===== config.mk =====
export PLATFORM = sky130hd
export DESIGN_NAME = dual_issue_ctrl
export DESIGN_NICKNAME = d
export VERILOG_FILES = /design/src/rtl/dic_pkg.sv /design/src/rtl/dic_scoreboard.sv /design/src/rtl/dic_src_check.sv /design/src/rtl/dic_pair_pick.sv /design/src/rtl/dual_issue_ctrl.sv
export SDC_FILE = /design/constraint.sdc
export NUM_CORES = 1
export LEC_CHECK = 0
export BUFFER_PORTS_ARGS = -buffer_cell sky130_fd_sc_hd__buf_2
export CAP_MARGIN = 40
export CORE_MARGIN = 2
export CORE_UTILIZATION = 50
export CTS_CLUSTER_SIZE = 28
export DETAILED_ROUTE_END_ITERATION = 7
export PLACE_DENSITY = 0.84
export SYNTH_ARGS = -nofsm -noshare
export SYNTH_HDL_FRONTEND = slang
export SYNTH_SLANG_ARGS = --single-unit

===== constraint.sdc =====
create_clock -name clk -period 3.8 [get_ports clk]
set_input_delay 0.76 -clock clk [delete_from_list [all_inputs] [get_ports clk]]
set_output_delay 0.76 -clock clk [all_outputs]
set_load 0.03 [all_outputs]

===== src/rtl/dic_pkg.sv =====
package dic_pkg;

  // Operand source select carried to each ALU port
  typedef enum logic [1:0] {
    SEL_RF   = 2'b00,
    SEL_BYP0 = 2'b01,
    SEL_BYP1 = 2'b10
  } opsel_e;

endpackage


===== src/rtl/dic_scoreboard.sv =====
module dic_scoreboard #(
  parameter int RW = 5
) (
  input  logic                 clk,
  input  logic                 rst,
  input  logic [1:0]           set_en,
  input  logic [RW-1:0]        set_reg0,
  input  logic [RW-1:0]        set_reg1,
  input  logic [1:0]           clr_en,
  input  logic [RW-1:0]        clr_reg0,
  input  logic [RW-1:0]        clr_reg1,
  output logic [(1<<RW)-1:0]   busy
);

  localparam int NREG = 1 << RW;

  for (genvar g = 0; g < NREG; g++) begin : g_bit
    if (g == 0) begin : g_zero
      // register 0 is hard-wired and never pending
      assign busy[g] = 1'b0;
    end else begin : g_reg
      logic pend_q;
      logic hit_set;
      logic hit_clr;

      assign hit_set = (set_en[0] && (set_reg0 == RW'(g))) ||
                       (set_en[1] && (set_reg1 == RW'(g)));
      assign hit_clr = (clr_en[0] && (clr_reg0 == RW'(g))) ||
                       (clr_en[1] && (clr_reg1 == RW'(g)));

      // a new issue in the same cycle as a writeback keeps the bit set
      always_ff @(posedge clk) begin
        if (rst)          pend_q <= 1'b0;
        else if (hit_set) pend_q <= 1'b1;
        else if (hit_clr) pend_q <= 1'b0;
      end

      assign busy[g] = pend_q;
    end
  end

endmodule


===== src/rtl/dic_src_check.sv =====
module dic_src_check #(
  parameter int RW = 5
) (
  input  logic [(1<<RW)-1:0] busy,
  input  logic [RW-1:0]      src,
  input  logic               src_used,
  input  logic [1:0]         wb_valid,
  input  logic [RW-1:0]      wb0_dst,
  input  logic [RW-1:0]      wb1_dst,
  output logic               ready,
  output dic_pkg::opsel_e    sel
);

  import dic_pkg::*;

  logic real_src;
  logic hit0;
  logic hit1;

  assign real_src = src_used && (src != '0);
  assign hit0     = wb_valid[0] && (wb0_dst == src);
  assign hit1     = wb_valid[1] && (wb1_dst == src);

  always_comb begin
    ready = 1'b1;
    sel   = SEL_RF;
    if (real_src) begin
      if (hit1) begin
        sel = SEL_BYP1;
      end else if (hit0) begin
        sel = SEL_BYP0;
      end else begin
        ready = !busy[src];
      end
    end
  end

endmodule


===== src/rtl/dic_pair_pick.sv =====
module dic_pair_pick #(
  parameter int RW = 5
) (
  input  logic          v0,
  input  logic          v1,
  input  logic          rdy0,
  input  logic          rdy1,
  input  logic [RW-1:0] dst0,
  input  logic [RW-1:0] dst1,
  input  logic [RW-1:0] y_src_a,
  input  logic [RW-1:0] y_src_b,
  input  logic          y_use_a,
  input  logic          y_use_b,
  output logic          go0,
  output logic          go1
);

  logic old_writes;
  logic raw_hit;
  logic waw_hit;

  assign old_writes = (dst0 != '0);
  assign raw_hit    = old_writes &&
                      ((y_use_a && (y_src_a == dst0)) ||
                       (y_use_b && (y_src_b == dst0)));
  assign waw_hit    = old_writes && (dst1 == dst0);

  // the younger slot can only ride along with the older one
  assign go0 = v0 && rdy0;
  assign go1 = go0 && v1 && rdy1 && !raw_hit && !waw_hit;

endmodule


===== src/rtl/dual_issue_ctrl.sv =====
module dual_issue_ctrl #(
  parameter int OPC_W = 4,
  parameter int RW    = 5
) (
  input  logic             clk,
  input  logic             rst,
  input  logic             hd0_valid,
  input  logic [OPC_W-1:0] hd0_op,
  input  logic [RW-1:0]    hd0_dst,
  input  logic [RW-1:0]    hd0_src_a,
  input  logic [RW-1:0]    hd0_src_b,
  input  logic             hd0_use_a,
  input  logic             hd0_use_b,
  input  logic             hd1_valid,
  input  logic [OPC_W-1:0] hd1_op,
  input  logic [RW-1:0]    hd1_dst,
  input  logic [RW-1:0]    hd1_src_a,
  input  logic [RW-1:0]    hd1_src_b,
  input  logic             hd1_use_a,
  input  logic             hd1_use_b,
  input  logic [1:0]       wb_valid,
  input  logic [RW-1:0]    wb0_dst,
  input  logic [RW-1:0]    wb1_dst,
  output logic [1:0]       issue_cnt,
  output logic             p0_valid,
  output logic [OPC_W-1:0] p0_op,
  output logic [RW-1:0]    p0_dst,
  output logic [1:0]       p0_sel_a,
  output logic [1:0]       p0_sel_b,
  output logic             p1_valid,
  output logic [OPC_W-1:0] p1_op,
  output logic [RW-1:0]    p1_dst,
  output logic [1:0]       p1_sel_a,
  output logic [1:0]       p1_sel_b
);

  import dic_pkg::*;

  localparam int NREG  = 1 << RW;
  localparam int NSLOT = 2;
  localparam int NCHK  = NSLOT * 2;

  logic [NREG-1:0] busy;
  logic [RW-1:0]   chk_src  [NCHK];
  logic            chk_used [NCHK];
  logic            chk_rdy  [NCHK];
  opsel_e          chk_sel  [NCHK];
  logic            go0;
  logic            go1;
  logic            take0;
  logic            take1;
  logic [1:0]      set_en;

  // source checks: index 2*slot + operand
  assign chk_src[0]  = hd0_src_a;
  assign chk_src[1]  = hd0_src_b;
  assign chk_src[2]  = hd1_src_a;
  assign chk_src[3]  = hd1_src_b;
  assign chk_used[0] = hd0_use_a;
  assign chk_used[1] = hd0_use_b;
  assign chk_used[2] = hd1_use_a;
  assign chk_used[3] = hd1_use_b;

  for (genvar i = 0; i < NCHK; i++) begin : g_chk
    dic_src_check #(.RW(RW)) u_src (
      .busy     (busy),
      .src      (chk_src[i]),
      .src_used (chk_used[i]),
      .wb_valid (wb_valid),
      .wb0_dst  (wb0_dst),
      .wb1_dst  (wb1_dst),
      .ready    (chk_rdy[i]),
      .sel      (chk_sel[i])
    );
  end

  dic_pair_pick #(.RW(RW)) u_pick (
    .v0      (hd0_valid),
    .v1      (hd1_valid),
    .rdy0    (chk_rdy[0] && chk_rdy[1]),
    .rdy1    (chk_rdy[2] && chk_rdy[3]),
    .dst0    (hd0_dst),
    .dst1    (hd1_dst),
    .y_src_a (hd1_src_a),
    .y_src_b (hd1_src_b),
    .y_use_a (hd1_use_a),
    .y_use_b (hd1_use_b),
    .go0     (go0),
    .go1     (go1)
  );

  assign take0     = go0 && !rst;
  assign take1     = go1 && !rst;
  assign issue_cnt = {1'b0, take0} + {1'b0, take1};

  assign set_en[0] = take0 && (hd0_dst != '0);
  assign set_en[1] = take1 && (hd1_dst != '0);

  dic_scoreboard #(.RW(RW)) u_sb (
    .clk      (clk),
    .rst      (rst),
    .set_en   (set_en),
    .set_reg0 (hd0_dst),
    .set_reg1 (hd1_dst),
    .clr_en   (wb_valid),
    .clr_reg0 (wb0_dst),
    .clr_reg1 (wb1_dst),
    .busy     (busy)
  );

  // registered port outputs feed the ALUs in the following cycle
  always_ff @(posedge clk) begin
    if (rst) begin
      p0_valid <= 1'b0;
      p0_op    <= '0;
      p0_dst   <= '0;
      p0_sel_a <= SEL_RF;
      p0_sel_b <= SEL_RF;
      p1_valid <= 1'b0;
      p1_op    <= '0;
      p1_dst   <= '0;
      p1_sel_a <= SEL_RF;
      p1_sel_b <= SEL_RF;
    end else begin
      p0_valid <= go0;
      p0_op    <= hd0_op;
      p0_dst   <= hd0_dst;
      p0_sel_a <= chk_sel[0];
      p0_sel_b <= chk_sel[1];
      p1_valid <= go1;
      p1_op    <= hd1_op;
      p1_dst   <= hd1_dst;
      p1_sel_a <= chk_sel[2];
      p1_sel_b <= chk_sel[3];
    end
  end

endmodule


== Word-level counts from Yosys, hierarchy flattened ==
Cells that the tools add are included.

* $add $sub $neg: 1
* $lt $le $gt $ge: 4
* Equality and inequality tests: 135
* Mux-type cells: 90
* Bitwise operators: 4
* Reduce and logical (&&, ||, !) cells: 266

{| class="wikitable"
|+ Operators by type and width
! cell !! number
|-
| equality test 5 bit, second input constant || 64
|-
| equality test 5 x 4 -> 1 bit, second input constant || 32
|-
| logical AND 1 bit || 151
|-
| two-way mux 1 bit || 82
|-
| equality test 5 x 3 -> 1 bit, second input constant || 16
|-
| logical OR 1 bit || 63
|-
| nonzero test 2 bit || 31
|-
| equality test 5 bit || 11
|-
| equality test 5 x 2 -> 1 bit, second input constant || 8
|-
| nonzero test 5 bit || 6
|-
| less-than comparator 5 x 6 -> 1 bit, second input constant || 4
|-
| binary-select mux 1 bit (select 5 bit) || 4
|-
| equality test 5 x 1 -> 1 bit, second input constant || 4
|-
| OR reduction 3 bit || 4
|-
| two-way mux 2 bit || 4
|-
| OR reduction 2 bit || 4
|-
| zero test 1 bit || 7
|-
| NOT 1 bit || 4
|-
| adder 1 x 1 -> 2 bit || 1
|}

* Register bits after elaboration: 59
* Input port bits: 58
* Output and inout bits: 30
* Logic and storage cells: 545

== Longest topological paths before layout ==
* Word-level depth: 17
* Depth in mapped cells: 9
* Mapped depth without buffers: 7

== Cells and area by module ==
Synthesis repeated with hierarchy kept, for this count alone.

* Cell total of the unflattened synthesis: 521
* Area total of the unflattened synthesis: 4784.6 µm²

{| class="wikitable"
|+ Modules (own cells, without submodules)
! module !! instances !! cells an instance !! area each (µm²) !! sequential area each (µm²)
|-
| dic_scoreboard || 1 || 220 || 1996.9 || 620.6
|-
| dic_src_check || 4 || 52 || 440.4 || 0.0
|-
| dual_issue_ctrl || 1 || 68 || 819.5 || 560.5
|-
| dic_pair_pick || 1 || 25 || 206.4 || 0.0
|}

== Worst setup path before layout ==
OpenSTA, ideal clock, no wires.

* Path type: input -> output
* Start: input hd0_src_b[1]
* End: output issue_cnt[0]
* Data arrival time: 3.277 ns
* Setup slack: -0.237 ns
* Stages: 8
* Path through: clkbuf_1 mux4_2 and3b_1 a2111o_1 o2111a_1 a311oi_4 and3_1 ha_1

* Word-level cells in the longest chain between the ends: 14
* Elaborated cells between the ends (all ways): 21
* Those cells by class: add/sub: 1; eq/ne: 2; mux: 5; reduce/logical: 13

{| class="wikitable"
|+ RTL lines
! element !! RTL line !! source
|-
| start: declaration || dual_issue_ctrl.sv:11 || <nowiki>input logic [RW-1:0] hd0_src_b,</nowiki>
|-
| binary-select mux 1 bit (select 5 bit) || dic_src_check.sv:33 || <nowiki>ready = !busy[src];</nowiki>
|-
| two-way mux 1 bit (not written as such) || dic_src_check.sv:33 ||
|-
| zero test 1 bit || dic_src_check.sv:33 ||
|-
| two-way mux 1 bit || dic_src_check.sv:30 || <nowiki>end else if (hit0) begin</nowiki>
|-
| two-way mux 1 bit || dic_src_check.sv:28 || <nowiki>if (hit1) begin</nowiki>
|-
| two-way mux 1 bit (*) || dic_src_check.sv:27 || <nowiki>if (real_src) begin</nowiki>
|-
| logical AND 1 bit (*) || dual_issue_ctrl.sv:80 || <nowiki>.rdy0 (chk_rdy[0] && chk_rdy[1]),</nowiki>
|-
| logical AND 1 bit (*) || dic_pair_pick.sv:29 || <nowiki>assign go0 = v0 && rdy0;</nowiki>
|-
| logical AND 1 bit (4 in a row) || dic_pair_pick.sv:30 || <nowiki>assign go1 = go0 && v1 && rdy1 && !raw_hit && !waw_hit;</nowiki>
|-
| logical AND 1 bit || dual_issue_ctrl.sv:93 || <nowiki>assign take1 = go1 && !rst;</nowiki>
|-
| adder 1 x 1 -> 2 bit (*) || dual_issue_ctrl.sv:94 || <nowiki>assign issue_cnt = {1'b0, take0} + {1'b0, take1};</nowiki>
|-
| end: declaration || dual_issue_ctrl.sv:24 || <nowiki>output logic [1:0] issue_cnt,</nowiki>
|}

Mark *: on every way between the ends. The rest lies on a longest branch, timed or not. The select of a mux whose other input is x is not followed.

== Worst setup path after layout ==
* Start: input hd0_src_b[0]
* End: output issue_cnt[0]

The elaborated chain is that of the path after synthesis.

==> metrics.yaml <==
logic_synthesis:
  syn_area_per_cell_um2: 8.76
  ys.flop_type: "dfxtp_1"
  synth_edf_count: 0
  yosysWarnings: 0
  synth-seq-cells: 59
  ys_seq_area_frac: 0.258
  yosys-top-cells-area: "dfxtp_1 26%, mux4_2 10%, xor2_1 7.8%"
  synth_top_area_cell: "dfxtp_1"
  syn_area_um2: 4580
  synth.distinct_cells: 56
  synth_cells: 523
  synth_top_area_share: 0.258
  synthArstFlopShare: 0
  syn_nets: 582
power_and_ir_drop:
  vdd_drop_max_uv: 215
  leakagePower_nw: 2.08
  power_density_nw_per_um2: 286
placement:
  port-buffer-count: 87
  dpl.hpwl_um: 12100
  post-place-ws_ps: -205
  gp_congestion: 1.02
sta:
  setup_tns_ps: -44.7
  finalHoldViolCount: 0
  skew_ps: 11.9
  period_share: 1.01
  slew_viol_final: 0
  fmax_mhz: 260
  grt_setup_unrepaired: "yes"
  setup_ws_ps: -44.7
  fin_crit_ps: 3840
  worstMarginPinSlew_ps: 623
  maxSlewHeadroom: 0.585
  worst_hold_slack_ps: 609
  setup_viol: 1
min_path:
  min_from: "hd1_op[2]"
  hp-class: "in -> reg"
  hold_depth: 2
  min_to: "p1_op[2]"
cts:
  cts_tree: "yes"
  clkTransAtPathRegs_ps: 80
  cts_buffers: 9
  clk_latency_ps: 360
  hold_buffers: 0
  cts_num_sinks: 59
  clk_path_buf_depth: 2
  htree_levels: 3
  cts_root_buffer: "clkbuf_8"
grt:
  grt_max_degree: 59
  grt-ovfl-total: 0
  grt_pass1_wl_um: 25000
  antenna_found_initial: 0
  grtUsageTotal: 0.327
  grt_pass1_vias: 4740
floorplan:
  die_h_um: 99.7
  core_um2: 8810
  rows: 34
  pin_count: 88
  fp.dieW_um: 99.7
  start_util: 0.520
  dieArea_um2: 9950
setup_path:
  cp_max_fo: 4
  required_ps: 3040
  arrival_ps: 3080
  reg2reg_to: "u_sb.g_bit[2].g_reg.pend_q"
  r2r_slack_ps: 860
  end_kind: "output port"
  start_kind: "input pin"
  worstSetupPathType: "in -> out"
  reg2reg_depth: 11
  reg2reg_from: "u_sb.g_bit[27].g_reg.pend_q"
final_layout:
  layout_common_cells: "84 x buf_2, 59 x dfxtp_1, 41 x xor2_1, 34 x nor3b_1"
  final_core_util: 0.615
  diodes: 0
  finalNetCount: 657
  mostFrequentLayoutCell: "buf_2"
  multi_input_area_um2: 3200
  drive_above_1_share: 0.295
  nFillCells: 760
  area_growth_pct: 18.2
  regArea_um2: 1180
route:
  drt_iter0_drc: 487
  drtAntennaViolNets: 0
  vias: 4843
  wl_per_cell_um: 22.8
  viasPerCell: 6.81
  firstDrtPassIters: 5
  drt_wl_total_um: 16200
  drcViolationCount: 0
flow_run:
  max_cap_viol_count: 0
run_status:
  outcome: "finished with violations"
  violations: "negative setup slack"
worst max-delay path by stage:
| stage | slack [ps] | to | startpoint | depth (start not counted) |
|---|---|---|---|---|
| 2_1_floorplan | 1 | issue_cnt[0] | hd0_src_b[1] | 8 |
| 3_3_place_gp | -180 | issue_cnt[0] | hd0_src_b[0] | 9 |
| 3_5_place_dp | -200 | issue_cnt[0] | hd0_src_b[0] | 9 |
| 4_1_cts | -50 | issue_cnt[0] | hd0_src_b[0] | 9 |
| 5_1_grt | -120 | issue_cnt[0] | hd0_src_b[0] | 9 |
| 6_report | -40 | issue_cnt[0] | hd0_src_b[0] | 9 |
cells in the mapped netlist, types with 14 or more instances:
cell and number:
nor2b_1 33, nand3_1 23, buf_1 14, clkbuf_1 39
xor2_1 41, dfxtp_1 59, mux2i_1 15, xnor2_1 14
a31oi_1 34, nor3b_1 34, o22ai_1 30, mux4_2 21
o21ai_0 24, nand2_1 14
registers in the layout, indices dropped and copies added (netlist names):
register / cells
p1_op: 4
p1_sel_b: 2
p0_sel_a: 2
p0_dst: 5
u_sb.g_bit.g_reg.pend_q: 31
p1_dst: 5
p0_valid: 1
p1_valid: 1
p0_sel_b: 2
p1_sel_a: 2
p0_op: 4
routing by layer:
metal	share of wire	vias up	global-route usage
met5	0	-	0
met4	0.064	0	0.196
met3	0.11	71	0.0485
met2	0.45	383	0.509
met1	0.38	2260	0.432
li1	-	2129	-
area by class of cell:
class / instances / area share
Timing Repair Buffer: 120 / 0.131
Clock inverter: 6 / 0.00924
Clock buffer: 10 / 0.0236
Tap cell: 108 / 0.0249
Multi-Input combinational cell: 403 / 0.590
Inverter: 5 / 0.00346
Sequential cell: 59 / 0.218
report_power, final:
group,internal (mW),switching [mW],leakage [nW]
sequential,0.633,0.00790,0.481
clock,0.242,0.289,0.0831
combinational,0.145,0.235,1.52
total,1.02,0.531,2.08
kinds of logic (layout without fill, tap and decap cells):
group	after synthesis	after routing	share of synthesized area
buffers and inverters	61	141	0.0508
and+or+nand+nor	183	183	0.251
muxes	43	43	0.160
xor gates and xnor gates	55	55	0.105
DFF	59	59	0.258
adders and majority gates	1	1	0.00273
AOI/OAI and AO/OA	121	121	0.173
critical path, stage by stage:
cell and delay [ps]:
buf_8 80, mux4_2 480, mux2_4 270, a2111o_1 360
o2111a_2 190, a311oi_4 360, and3_4 250, ha_4 190
buf_6 130
timing repair:
action                                 CTS  global route
endpoints found under the hold margin    0             0
gates resized for setup                 16             1
pin swaps                                3             2
setup endpoints to repair                2             2
cloned                                   0             0
buffers inserted                         1             1
stage by stage:
stage	total power [mW]	instance area, um^2	cells
floorplan	0.896	4590	523
global placement	1.01	5170	692
detailed placement	1.02	5180	693
CTS	1.55	5410	710
global route	1.60	5420	711
finish	1.55	5420	711
(Power assumes the default switching activity.)
